## config.mk

```make
export PLATFORM = sky130hd
export DESIGN_NAME = memTagGen
export DESIGN_NICKNAME = d
export VERILOG_FILES = /design/src/rtl/memTagGenPkg.sv /design/src/rtl/memTagGenCtrl.sv /design/src/rtl/memTagGenDp.sv /design/src/rtl/memTagGen.sv
export SDC_FILE = /design/constraint.sdc
export NUM_CORES = 1
export LEC_CHECK = 0
export BUFFER_PORTS_ARGS = -buffer_cell sky130_fd_sc_hd__buf_2
export CORE_UTILIZATION = 40
export DETAILED_ROUTE_END_ITERATION = 16
export GPL_TIMING_DRIVEN = 0
export HOLD_SLACK_MARGIN = 0.05
export PLACE_DENSITY = 0.78
export RECOVER_POWER = 25
export SYNTH_ARGS = -nofsm -noshare
export SYNTH_HDL_FRONTEND = slang
export SYNTH_SLANG_ARGS = --single-unit
```

## constraint.sdc

```tcl
create_clock -name clk -period 3.27 [get_ports clk]
set_clock_uncertainty 0.2 [all_clocks]
set_input_delay 0 -clock clk [delete_from_list [all_inputs] [get_ports clk]]
set_output_delay 0 -clock clk [all_outputs]
set_load 0.05 [all_outputs]
```

## src/rtl/memTagGenPkg.sv

```systemverilog
package memTagGenPkg;

  // strobes from control to datapath
  typedef struct packed {
    logic load;
    logic advance;
    logic consume;
    logic forceZero;
  } ctrlStb_t;

  // status from datapath to control
  typedef struct packed {
    logic curExcluded;
    logic allExcluded;
    logic stepsZero;
  } dpStat_t;

  typedef enum logic [1:0] {
    FSM_IDLE = 2'd0,
    FSM_SEEK = 2'd1,
    FSM_DONE = 2'd2
  } fsm_t;

endpackage

```

## src/rtl/memTagGenCtrl.sv

```systemverilog
module memTagGenCtrl
  import memTagGenPkg::*;
#(
  parameter int unsigned TAG_W = 4
) (
  input  logic     clk,
  input  logic     rstN,
  input  logic     startReq,
  input  dpStat_t  stat,
  output ctrlStb_t stb,
  output logic     busy,
  output logic     done
);

  localparam int unsigned TAG_VALUES = 1 << TAG_W;
  localparam int unsigned SEEK_LIMIT = TAG_VALUES * (TAG_VALUES + 1);
  localparam int unsigned CNT_W      = $clog2(SEEK_LIMIT + 2);

  fsm_t             state, stateNext;
  logic [CNT_W-1:0] seekCnt;

  always_comb begin
    stb       = '0;
    stateNext = state;
    unique case (state)
      FSM_IDLE: begin
        if (startReq) begin
          stb.load  = 1'b1;
          stateNext = FSM_SEEK;
        end
      end
      FSM_SEEK: begin
        if (stat.allExcluded) begin
          stb.forceZero = 1'b1;
          stateNext     = FSM_DONE;
        end else if (stat.curExcluded) begin
          stb.advance = 1'b1;
        end else if (stat.stepsZero) begin
          stateNext = FSM_DONE;
        end else begin
          stb.advance = 1'b1;
          stb.consume = 1'b1;
        end
      end
      FSM_DONE: stateNext = FSM_IDLE;
      default:  stateNext = FSM_IDLE;
    endcase
  end

  always_ff @(posedge clk) begin
    if (!rstN) begin
      state   <= FSM_IDLE;
      seekCnt <= '0;
    end else begin
      state <= stateNext;
      if (stb.load)
        seekCnt <= '0;
      else if (state == FSM_SEEK)
        seekCnt <= seekCnt + 1'b1;
    end
  end

  assign busy = (state != FSM_IDLE);
  assign done = (state == FSM_DONE);


  done_single_chk: assert property (@(posedge clk) disable iff (!rstN)
    done |=> !done);


  seek_bound_chk: assert property (@(posedge clk) disable iff (!rstN)
    seekCnt <= CNT_W'(SEEK_LIMIT));

endmodule

```

## src/rtl/memTagGenDp.sv

```systemverilog
module memTagGenDp
  import memTagGenPkg::*;
#(
  parameter int unsigned PTR_W    = 64,
  parameter int unsigned TAG_W    = 4,
  parameter int unsigned TAG_LSB  = 56,
  parameter int unsigned SEED_W   = 16,
  parameter int unsigned SEED_LSB = 8,
  parameter logic [15:0] SUB_SEED = 16'hACE1,
  localparam int unsigned MASK_W  = 1 << TAG_W,
  localparam int unsigned CTRL_W  = MASK_W + 1,
  localparam int unsigned STATE_W = SEED_LSB + SEED_W
) (
  input  logic               clk,
  input  logic               rstN,
  input  ctrlStb_t           stb,
  input  logic               opAdd,
  input  logic [PTR_W-1:0]   ptrIn,
  input  logic [MASK_W-1:0]  excludeOperand,
  input  logic [CTRL_W-1:0]  ctrlReg,
  input  logic [STATE_W-1:0] stateIn,
  input  logic [PTR_W-1:0]   addOffset,
  input  logic [TAG_W-1:0]   tagStep,
  output dpStat_t            stat,
  output logic               opAddQ,
  output logic [PTR_W-1:0]   ptrOut,
  output logic [STATE_W-1:0] stateOut
);

  localparam int unsigned RND_BIT = MASK_W;

  logic [MASK_W-1:0] maskReg;
  logic [TAG_W-1:0]  curTag;
  logic [TAG_W-1:0]  stepsLeft;
  logic [SEED_W-1:0] seedReg;
  logic [PTR_W-1:0]  ptrBase;

  logic [SEED_W-1:0] rawSeed, useSeed;
  logic [TAG_W-1:0]  lfsrOff;
  logic [TAG_W:0][SEED_W-1:0] seedChain;
  logic              unusedStateBits;

  assign unusedStateBits = ^stateIn[SEED_LSB-1:TAG_W];

  assign rawSeed = stateIn[SEED_LSB +: SEED_W];
  assign useSeed = ((rawSeed == '0) && ctrlReg[RND_BIT]) ? SEED_W'(SUB_SEED) : rawSeed;
  assign seedChain[0] = useSeed;

  // one unrolled LFSR stage per step-count bit
  for (genvar g = 0; g < TAG_W; g++) begin : gLfsr
    logic fb;
    assign fb = seedChain[g][5] ^ seedChain[g][3] ^ seedChain[g][2] ^ seedChain[g][0];
    assign seedChain[g+1] = {fb, seedChain[g][SEED_W-1:1]};
    assign lfsrOff[g] = fb;
  end

  always_ff @(posedge clk) begin
    if (!rstN) begin
      maskReg   <= '0;
      curTag    <= '0;
      stepsLeft <= '0;
      seedReg   <= '0;
      ptrBase   <= '0;
      opAddQ    <= 1'b0;
    end else if (stb.load) begin
      opAddQ <= opAdd;
      if (opAdd) begin
        maskReg   <= ctrlReg[MASK_W-1:0];
        curTag    <= ptrIn[TAG_LSB +: TAG_W];
        stepsLeft <= tagStep;
        ptrBase   <= ptrIn + addOffset;
      end else begin
        maskReg   <= excludeOperand | ctrlReg[MASK_W-1:0];
        curTag    <= stateIn[TAG_W-1:0];
        stepsLeft <= lfsrOff;
        seedReg   <= seedChain[TAG_W];
        ptrBase   <= ptrIn;
      end
    end else begin
      if (stb.forceZero)
        curTag <= '0;
      else if (stb.advance)
        curTag <= curTag + 1'b1;
      if (stb.consume)
        stepsLeft <= stepsLeft - 1'b1;
    end
  end

  assign stat.curExcluded = maskReg[curTag];
  assign stat.allExcluded = &maskReg;
  assign stat.stepsZero   = (stepsLeft == '0);

  always_comb begin
    ptrOut = ptrBase;
    ptrOut[TAG_LSB +: TAG_W] = curTag;
  end

  always_comb begin
    stateOut = '0;
    stateOut[TAG_W-1:0] = curTag;
    stateOut[SEED_LSB +: SEED_W] = seedReg;
  end


  seed_nonzero_chk: assert property (@(posedge clk) disable iff (!rstN)
    (stb.load && !opAdd && ctrlReg[RND_BIT]) |=> (seedReg != '0));


  steps_monotone_chk: assert property (@(posedge clk) disable iff (!rstN)
    !stb.load |=> (stepsLeft <= $past(stepsLeft)));

endmodule

```

## src/rtl/memTagGen.sv

```systemverilog
module memTagGen
  import memTagGenPkg::*;
(
  input  logic        clk,
  input  logic        rstN,
  input  logic        startReq,
  input  logic        opAdd,
  input  logic [63:0] ptrIn,
  input  logic [15:0] excludeOperand,
  input  logic [16:0] ctrlReg,
  input  logic [23:0] stateIn,
  input  logic [63:0] addOffset,
  input  logic [3:0]  tagStep,
  output logic        busy,
  output logic        done,
  output logic [63:0] ptrOut,
  output logic [23:0] stateOut,
  output logic        stateWe
);

  localparam int unsigned PTR_W   = 64;
  localparam int unsigned TAG_W   = 4;
  localparam int unsigned TAG_LSB = 56;

  ctrlStb_t stb;
  dpStat_t  stat;
  logic     opAddQ;

  memTagGenCtrl #(.TAG_W(TAG_W)) uCtrl (
    .clk      (clk),
    .rstN     (rstN),
    .startReq (startReq),
    .stat     (stat),
    .stb      (stb),
    .busy     (busy),
    .done     (done)
  );

  memTagGenDp #(
    .PTR_W    (PTR_W),
    .TAG_W    (TAG_W),
    .TAG_LSB  (TAG_LSB),
    .SEED_W   (16),
    .SEED_LSB (8),
    .SUB_SEED (16'hACE1)
  ) uDp (
    .clk            (clk),
    .rstN           (rstN),
    .stb            (stb),
    .opAdd          (opAdd),
    .ptrIn          (ptrIn),
    .excludeOperand (excludeOperand),
    .ctrlReg        (ctrlReg),
    .stateIn        (stateIn),
    .addOffset      (addOffset),
    .tagStep        (tagStep),
    .stat           (stat),
    .opAddQ         (opAddQ),
    .ptrOut         (ptrOut),
    .stateOut       (stateOut)
  );

  assign stateWe = done && !opAddQ;


  result_allowed_chk: assert property (@(posedge clk) disable iff (!rstN)
    (done && !stat.allExcluded) |-> !stat.curExcluded);


  all_excluded_zero_chk: assert property (@(posedge clk) disable iff (!rstN)
    (done && stat.allExcluded) |-> (ptrOut[TAG_LSB +: TAG_W] == '0));

endmodule

```

== After elaboration in Yosys (flattened, before gate mapping) ==
Index checks and enable logic that the tools add are counted.
Operators by class
  add/subtract/negate cells: 3
  $lt $le $gt $ge: 1
  equality and inequality tests: 5
  mux-type cells: 25
  bitwise logic cells: 14
  reduce and logical (&&, ||, !) cells: 12
Operators by type and width (number)
  $add A64 B64 Y64: 1
  $mux W64: 1
  $mux W16: 2
  $mux W4: 7
  $logic_not A16 Y1: 1
  $or A16 B16 Y16: 1
  $reduce_and A16 Y1: 1
  $mux W2: 6
  $xor A1 B1 Y1: 12
  $mux W1: 6
  $ne A3 B3 Y1 const B: 2
  $lt A4 B5 Y1 const B: 1
  $add A4 B1 Y4 const B: 1
  $bmux W1 S4: 1
  $logic_not A4 Y1: 1
  $pmux W2 S2: 1
  $reduce_bool A2 Y1: 2
  $sub A4 B1 Y4 const B: 1
  $mux W3: 1
  $reduce_and A3 Y1: 1
  $reduce_bool A3 Y1: 1
  $eq A2 B1 Y1 const B: 1
  $eq A2 B2 Y1 const B: 1
  $logic_and A1 B1 Y1: 2
  other kinds (5): 5
Storage, ports and cells
  register bits: 107
  output and inout port bits: 91
  word-level logic and storage cells: 67

== Longest topological paths before layout ==
Gate-level depths: netlist of the first run.
  depth in word-level cells: 8
  gate-level depth with buffers: 13
  gate-level depth less buffers: 13

== Cells and area by module ==
A second synthesis of the first run with hierarchy kept.
Unflattened totals
  cells, all modules: 1131
  area total of the unflattened synthesis: 8617.0 µm²
Modules (own cells, without submodules)
  memTagGenDp: instances 1, cells an instance 1114, area an instance 8470.6 µm², sequential area each 2021.9 µm²
  memTagGenCtrl: instances 1, cells an instance 16, area an instance 132.6 µm², sequential area each 40.0 µm²
  memTagGen: instances 1, cells an instance 1, area an instance 13.8 µm², sequential area each 0.0 µm²

== Worst setup path after synthesis of the first run ==
Ideal clock, no wire load.
  path type: register to register
  start point: reg uDp.curTag[0]
  end point: reg uDp.stepsLeft[3]
  library setup time: 86 ps
  arrival time: 2933 ps
  data required time: 2984 ps
  slack: 52 ps
  cell stages (with the launch flop): 8
  path through: dfxtp_1 clkbuf_1 mux4_2 mux4_2 nor3b_1 nand2_1 xor2_1 a211oi_1
Between the ends
  longest elaborated chain between the ends: 6
RTL lines
  from (decl): line memTagGenDp.sv:33  | logic [TAG_W-1:0] curTag;
  from (signal assigned): line memTagGenDp.sv:69  | curTag <= ptrIn[TAG_LSB +: TAG_W];
  from (signal assigned): line memTagGenDp.sv:74  | curTag <= stateIn[TAG_W-1:0];
  from (signal assigned): line memTagGenDp.sv:83  | curTag <= curTag + 1'b1;
  $bmux W1 S4: line memTagGenDp.sv:89  | assign stat.curExcluded = maskReg[curTag];
  $mux W1 (implied by the code): line memTagGenDp.sv:89
  $mux W1: line memTagGenCtrl.sv:36  | end else if (stat.curExcluded) begin
  $mux W2: line memTagGenCtrl.sv:33  | if (stat.allExcluded) begin
  $mux W3: line memTagGenCtrl.sv:25  | unique case (state)
  $reduce_bool A2 Y1 (no line)
  to (signal assigned): line memTagGenDp.sv:70  | stepsLeft <= tagStep;
  to (signal assigned): line memTagGenDp.sv:75  | stepsLeft <= lfsrOff;
  to (signal assigned): line memTagGenDp.sv:85  | stepsLeft <= stepsLeft - 1'b1;
  to (decl): line memTagGenDp.sv:34  | logic [TAG_W-1:0] stepsLeft;
No other way between the ends. The select of a mux whose other input is x is not followed.
A chain may end at the register's enable or synchronous reset.

== Worst setup path in the final report of the first run ==
  start point: in addOffset[4]
  end point: reg uDp.ptrBase[51]
Between the ends
  longest elaborated chain between the ends: 2
RTL lines
  from (decl): line memTagGen.sv:12  | input logic [63:0] addOffset,
  $add A64 B64 Y64: line memTagGenDp.sv:71  | ptrBase <= ptrIn + addOffset;
  $mux W64: line memTagGenDp.sv:67  | if (opAdd) begin
  to (signal assigned): line memTagGenDp.sv:71
  to (signal assigned): line memTagGenDp.sv:77  | ptrBase <= ptrIn;
  to (decl): line memTagGenDp.sv:36  | logic [PTR_W-1:0] ptrBase;
No other way between the ends.

==> results of run 1 <==
-- synth_stat cells, drive strengths merged, types with 19 or more instances --
library cell / n
nand2: 100
and3: 22
xor2: 24
inv: 30
a21oi: 142
o21ai: 87
nand4: 19
ha: 65
clkbuf: 57
nor3: 23
xnor2: 39
nor2: 100
dfxtp: 103
a211oi: 52
mux2i: 26
-- stage by stage --
step	setup TNS [ns]	util [%]	std cells	instance area, µm²	setup WS [ns]
after floorplan	0	-	1093	8320	0.0519
after global placement	-1.49	49.4	1637	10000	-0.345
after detailed placement	-1.45	49.4	1637	10000	-0.340
after CTS	0	57.8	1796	11700	0.00704
after global routing	-0.0654	58.3	1799	11800	-0.0280
final	0	58.3	1799	11800	0.0934
-- kinds of logic (layout without fill, tap and decap cells) --
logic type                 after synthesis  in the layout  synth area share (%)
AOI/OAI and AO/OA                      400            400                  30.8
and+or+nand+nor                        320            320                  17.9
buffers and inverters                  104            538                  5.09
DFF                                    103            103                  24.8
adders and majority gates               66             66                  10.0
xor gates and xnor gates                63             63                  6.64
muxes                                   33             33                  4.76
other                                    1              6                0.0451
-- layout make-up --
| cell class | count | area [µm²] |
|---|---|---|
| Clock buffer | 9 | 225 |
| Sequential cell | 103 | 2060 |
| Tap cell | 270 | 338 |
| Inverter | 31 | 116 |
| Antenna cell | 2 | 5.00 |
| Timing Repair Buffer | 420 | 2770 |
| Fill cell | 1825 | 8460 |
| Clock inverter | 7 | 55.1 |
| Buffer | 71 | 300 |
| Multi-Input combinational cell | 886 | 5970 |
-- per-layer routing --
metal / vias up / routed length (µm) / track usage [%]
li1: 4893 / - / -
met1: 4837 / 13700 / 38.2
met2: 585 / 16200 / 53.6
met3: 144 / 2800 / 4.19
met4: 0 / 1950 / 18.5
met5: - / 0 / 0
-- worst reg2reg max path, delay by kind of cell (launching register included) --
kind                   cells  cell delay, ns
flip-flops                 1            0.33
buffers and inverters      4            1.92
AND/OR/NAND/NOR            3            0.48
AO/OA/AOI/OAI              1            0.12
-- path summary, 6_finish.rpt --
check	slack, ns	cells after the start	to
setup / recovery	0.09	13	uDp.ptrBase[51]
hold / removal	0.04	5	uDp.ptrBase[44]
setup reg to reg	0.17	8	uDp.ptrBase[51]
hold reg to reg	0.26	2	uDp.seedReg[0]
-- power by group through the flow --
stage          registers, mW  clock network, mW  logic [mW]
2_1_floorplan           1.90                  0        1.09
3_3_place_gp            1.53                  0        2.06
3_5_place_dp            1.53                  0        2.08
4_1_cts                 1.51               1.08        2.24
5_1_grt                 1.53               1.14        2.47
6_report                1.51               1.07        2.30
-- what timing repair did --
action | in CTS | in global routing
resized for setup | 0 | 39
buffers inserted | 0 | 3
hold endpoints to repair | 99 | 0
endpoints found under the setup margin | 0 | 28
hold buffers | 143 | 0
-- state kept, by name, indices dropped and copies added (netlist names) --
signal	cells
uDp.ptrBase	60
uDp.maskReg	16
uDp.seedReg	16
uDp.curTag	4
uDp.stepsLeft	4
uCtrl.state	2
uDp.opAddQ	1
==> impl_metrics.csv, run 1 <==
group,metric,value,unit
logic_synthesis,ys.flop_type,"dfxtp_1",
setup_path,critPathTopFamily,"compound AO/OA/AOI/OAI gates",
pwr,seq_power_share,31.0,%
sta,holdWs,0.0378,ns
logic_synthesis,synthDominantCellAreaShare,24.8,%
place,dp_hpwl,25.6,mm
setup_path,worst-path-buf-inv,2,
detailed_routing,drc_errors,0,
floorplanning,coreArea,20300,µm²
pwr,clkPwrFrac,21.9,%
floorplanning,die_h,146,µm
cts,cts_tree,"built",
sta,post-route-min-period,3.18,ns
min_path,hold_path.class,"in -> reg",
layout,nets,1781,
pwr,finalPower,4.89,mW
sta,worstMarginPinSlew,1.14,ns
sta,hold_viol_final,0,
cts,cts_root_buf,"clkbuf_16",
floorplanning,rows,52,
floorplanning,dieArea,21400,µm²
setup_path,cp.required,3.31,ns
place,io_buffer_count,274,
detailed_routing,ant_nets,0,
logic_synthesis,syn_inst,1090,
layout,layout-drive-gt1-share,20.0,%
setup_path,critical_path.slowest_cell,"or4_4",
cts,cts.reportedPaths.clkPinSlew,0.07,ns
place,place_congestion,0.979,
logic_synthesis,ys_warn_count,0,
global_route,overflow,0,
cts,clock-sinks,103,
setup_path,crit_path_max_fanout,4,
global_route,grt_max_degree,19,
pwr,switchingPower,2.14,mW
logic_synthesis,yosysSeqAreaShare,24.8,%
global_route,antenna_found_initial,2,
cts,insertion_delay,0.35,ns
logic_synthesis,netlist_area,8310,µm²
layout,final_common_cell,"buf_2",
setup_path,end_kind,"register",
sta,fmax,0.315,GHz
sta,maxSlewViolCount,0,
detailed_routing,vias_per_cell,5.81,
run,drv_cap,0,
setup_path,cpPeakStageDelay,0.59,ns
setup_path,critPathLaunch,"addOffset[4]",
min_path,min_from,"opAdd",
pwr,max-vdd-ir-drop,0.208,mV
detailed_routing,routed_wl,34.7,mm
global_route,grt_use_total,31.6,%
logic_synthesis,synthTopCellsByArea,"dfxtp_1 (25%), ha_1 (9.8%), a21oi_1 (8.6%), o21ai_0 (5.1%), a211oi_1 (4.7%)",
layout,layout_common_cells,"buf_2 (230), dlygate4sd3_1 (143), a21oi_1 (137)",
floorplanning,num_io_pins,284,
global_route,grt_pass1_vias,10268,
pwr,p_int,2.75,mW
logic_synthesis,synth_edf_count,0,
detailed_routing,vias,10459,
logic_synthesis,ys_ff_latch,103,
pwr,p_per_area,413,nW/µm²
setup_path,startpoint_type,"input port",
floorplanning,die_w,146,µm
pwr,swShare,43.8,%
sta,period_share,97.1,%
setup_path,crit_type,"in -> reg",
pwr,combPwrFrac,47.1,%
sta,relSlewSlack,23.9,%
floorplanning,initial_core_util,40.9,%
global_route,grt_pass1_wl,53.1,mm
cts,cts_buffers,9,
setup_path,cp_cell_sequence,"buf_2, ha_2, o211a_1, a211oi_1, o31a_1, or4_4, a31oi_4, a31oi_2, a21oi_1, o22ai_1, xor2_1, o211ai_1, dlygate4sd3_1",
run_status,status,"finished, final reports clean",
cts,clockBufferDepth,2,
sta,finalSetupViolations,0,
setup_path,rr_startpoint,"uCtrl.state[1]",
pwr,power_leakage,5.18,nW
setup_path,cp.arrival,3.22,ns
detailed_routing,dr.first_iter.drc_count,805,
layout,area_delta_synth_final,42.4,%
detailed_routing,wl_per_cell,19.3,µm
cts,htreeDepth,3,
logic_synthesis,synth_top_cell_by_area,"dfxtp_1",
logic_synthesis,async_flop_share,0,%
detailed_routing,drtPass1Iterations,5,
logic_synthesis,avgSynthCellArea,7.62,µm²
logic_synthesis,ys_types,71,
No activity file was read; power rests on OpenSTA's default activity.
==> inputs of run 2 (changes only) <==
- HOLD_SLACK_MARGIN: 0.05 -> 0.12
- SLEW_MARGIN: default -> 20
==> run 2 against run 1 <==
  * First-iteration DRC count fell by 9.3%
  * Hold slack improved by 0.030 ns
  * Register-to-register slack improved by 0.08 ns
  * Non-clock buffer count rose by 22
  * Sequential share of layout area fell by 0.37 points
  * Clock power barely moved
  * Core utilization rose by 1.3 points
  * Die area did not move
  * Final cell count rose by 1.2%
  * Critical path type unchanged
  * Critical endpoint is now uDp.ptrBase[63]
==> impl_metrics.csv, run 2 (synthesis results as in run 1) <==
group,metric,value,unit
place,io_buffer_count,274,
cts,htreeDepth,3,
sta,fmax,0.314,GHz
run,drv_cap,0,
pwr,clkPwrFrac,21.8,%
cts,clockBufferDepth,2,
pwr,p_int,2.79,mW
global_route,use_met3,4.72,%
setup_path,end_kind,"register",
setup_path,crit_path_max_fanout,8,
floorplanning,num_io_pins,284,
detailed_routing,wl_per_cell,19.7,µm
layout,layout_common_cells,"buf_2 (230), dlygate4sd3_1 (167), a21oi_1 (139)",
layout,final-seq-area,2060,µm²
floorplanning,die_h,146,µm
pwr,p_per_area,411,nW/µm²
global_route,antenna_found_initial,2,
pwr,max-vdd-ir-drop,0.203,mV
pwr,seq_power_share,30.5,%
layout,layout-drive-gt1-share,19.8,%
pwr,power_leakage,5.29,nW
layout,largest_reg_flops,60,
cts,cts.reportedPaths.clkPinSlew,0.08,ns
sta,period_share,97.3,%
layout,top_register,"uDp.ptrBase",
layout,final_common_cell,"buf_2",
sta,post-route-min-period,3.18,ns
sta,hold_viol_final,0,
setup_path,critPathLaunch,"addOffset[48]",
setup_path,rr_startpoint,"uCtrl.state[1]",
setup_path,startpoint_type,"input port",
setup_path,crit_type,"in -> reg",
floorplanning,coreArea,20300,µm²
global_route,grt_busiest_layer,"met2",
detailed_routing,vias_per_cell,5.78,
global_route,grt_use_total,32.3,%
floorplanning,rows,52,
cts,insertion_delay,0.36,ns
layout,utilization,59.6,%
sta,worstMarginPinSlew,1.18,ns
pwr,combPwrFrac,47.8,%
sta,worst_slack,0.0898,ns
pwr,switchingPower,2.18,mW
detailed_routing,routed_wl,35.8,mm
global_route,grt_pass1_wl,54.2,mm
min_path,min_from,"addOffset[45]",
global_route,grt_util_met2,54.5,%
layout,final.fill_count,1795,
detailed_routing,vias,10522,
cts,clock-sinks,103,
sta,maxSlewViolCount,0,
cts,cts_buffers,9,
place,dp_hpwl,25.6,mm
cts,cts_root_buf,"clkbuf_16",
pwr,swShare,43.9,%
layout,top_regs,"uDp.ptrBase: 60 flops, uDp.maskReg: 16 flops, uDp.seedReg: 16 flops",
cts,cts_tree,"built",
floorplanning,initial_core_util,40.9,%
place,place_area,10000,µm²
place,dp_slack,-0.340,ns
layout,nets,1803,
detailed_routing,drtPass1Iterations,5,
global_route,grt_max_degree,19,
min_path,hold_depth,4,
detailed_routing,dr.first_iter.drc_count,730,
global_route,overflow,0,
pwr,finalPower,4.98,mW
global_route,grt_pass1_vias,10439,
sta,finalSetupViolations,0,
detailed_routing,drc_errors,0,
setup_path,cp.arrival,3.20,ns
global_route,grtUsageMet1,38.5,%
layout,final_area,12100,µm²
setup_path,r2r_cells,7,
setup_path,cp.required,3.29,ns
place,place_congestion,0.979,
detailed_routing,ant_nets,0,
run_status,status,"finished, final reports clean",
min_path,hold_path.class,"in -> reg",
floorplanning,dieArea,21400,µm²
layout,multi_input_area,6000,µm²
sta,relSlewSlack,21.2,%
floorplanning,die_w,146,µm
sta,holdWs,0.0680,ns
layout,area_delta_synth_final,45.6,%
-- run 2: worst max-delay path: stages --
cell           delay, ns
dlygate4sd3_1       0.54
buf_2               0.12
ha_1                0.45
nand2_1             0.14
a211o_1             0.28
a22oi_1             0.26
a21oi_1             0.12
o21ai_1             0.30
nor3b_1             0.12
a2111oi_2           0.40
o211ai_1            0.19
xor2_1              0.20
a21oi_1             0.08
-- run 2: per-stage QoR --
step	std cells	setup TNS [ns]
3_3_place_gp	1637	-1.49
5_1_grt	1821	-0.109
3_5_place_dp	1637	-1.45
2_1_floorplan	1093	0
4_1_cts	1820	0
6_report	1821	0
-- run 2: area by class of cell --
class	count	area share, %
Sequential cell	103	17.0
Multi-Input combinational cell	886	49.6
Inverter	31	0.962
Clock buffer	9	1.86
Antenna cell	2	0.0414
Buffer	70	2.46
Timing Repair Buffer	443	24.8
Clock inverter	7	0.455
Tap cell	270	2.79
-- run 2: per-layer routing --
layer,up-vias,share of wire (%)
li1,4923,-
met1,4855,39
met2,573,47
met3,171,7.8
met4,0,6.2
met5,-,0
-- run 2: worst paths after layout --
path / to / slack, ns
setup reg to reg: uDp.ptrBase[51] / 0.25
hold / removal: uDp.ptrBase[45] / 0.07
setup / recovery: uDp.ptrBase[63] / 0.09
hold reg to reg: uDp.seedReg[0] / 0.26
-- run 2: power by group through the flow --
| stage | sequential, mW | combinational [mW] | clock [mW] |
|---|---|---|---|
| after global routing | 1.53 | 2.54 | 1.14 |
| after detailed placement | 1.53 | 2.08 | 0 |
| after floorplan | 1.90 | 1.09 | 0 |
| after global placement | 1.53 | 2.06 | 0 |
| after CTS | 1.51 | 2.29 | 1.08 |
| final | 1.52 | 2.38 | 1.08 |
-- run 2: timing repair --
action	CTS	global route
endpoints found under the setup margin	0	27
resized for setup	0	43
buffers inserted	0	2
hold endpoints to repair	100	0
hold buffers	167	0
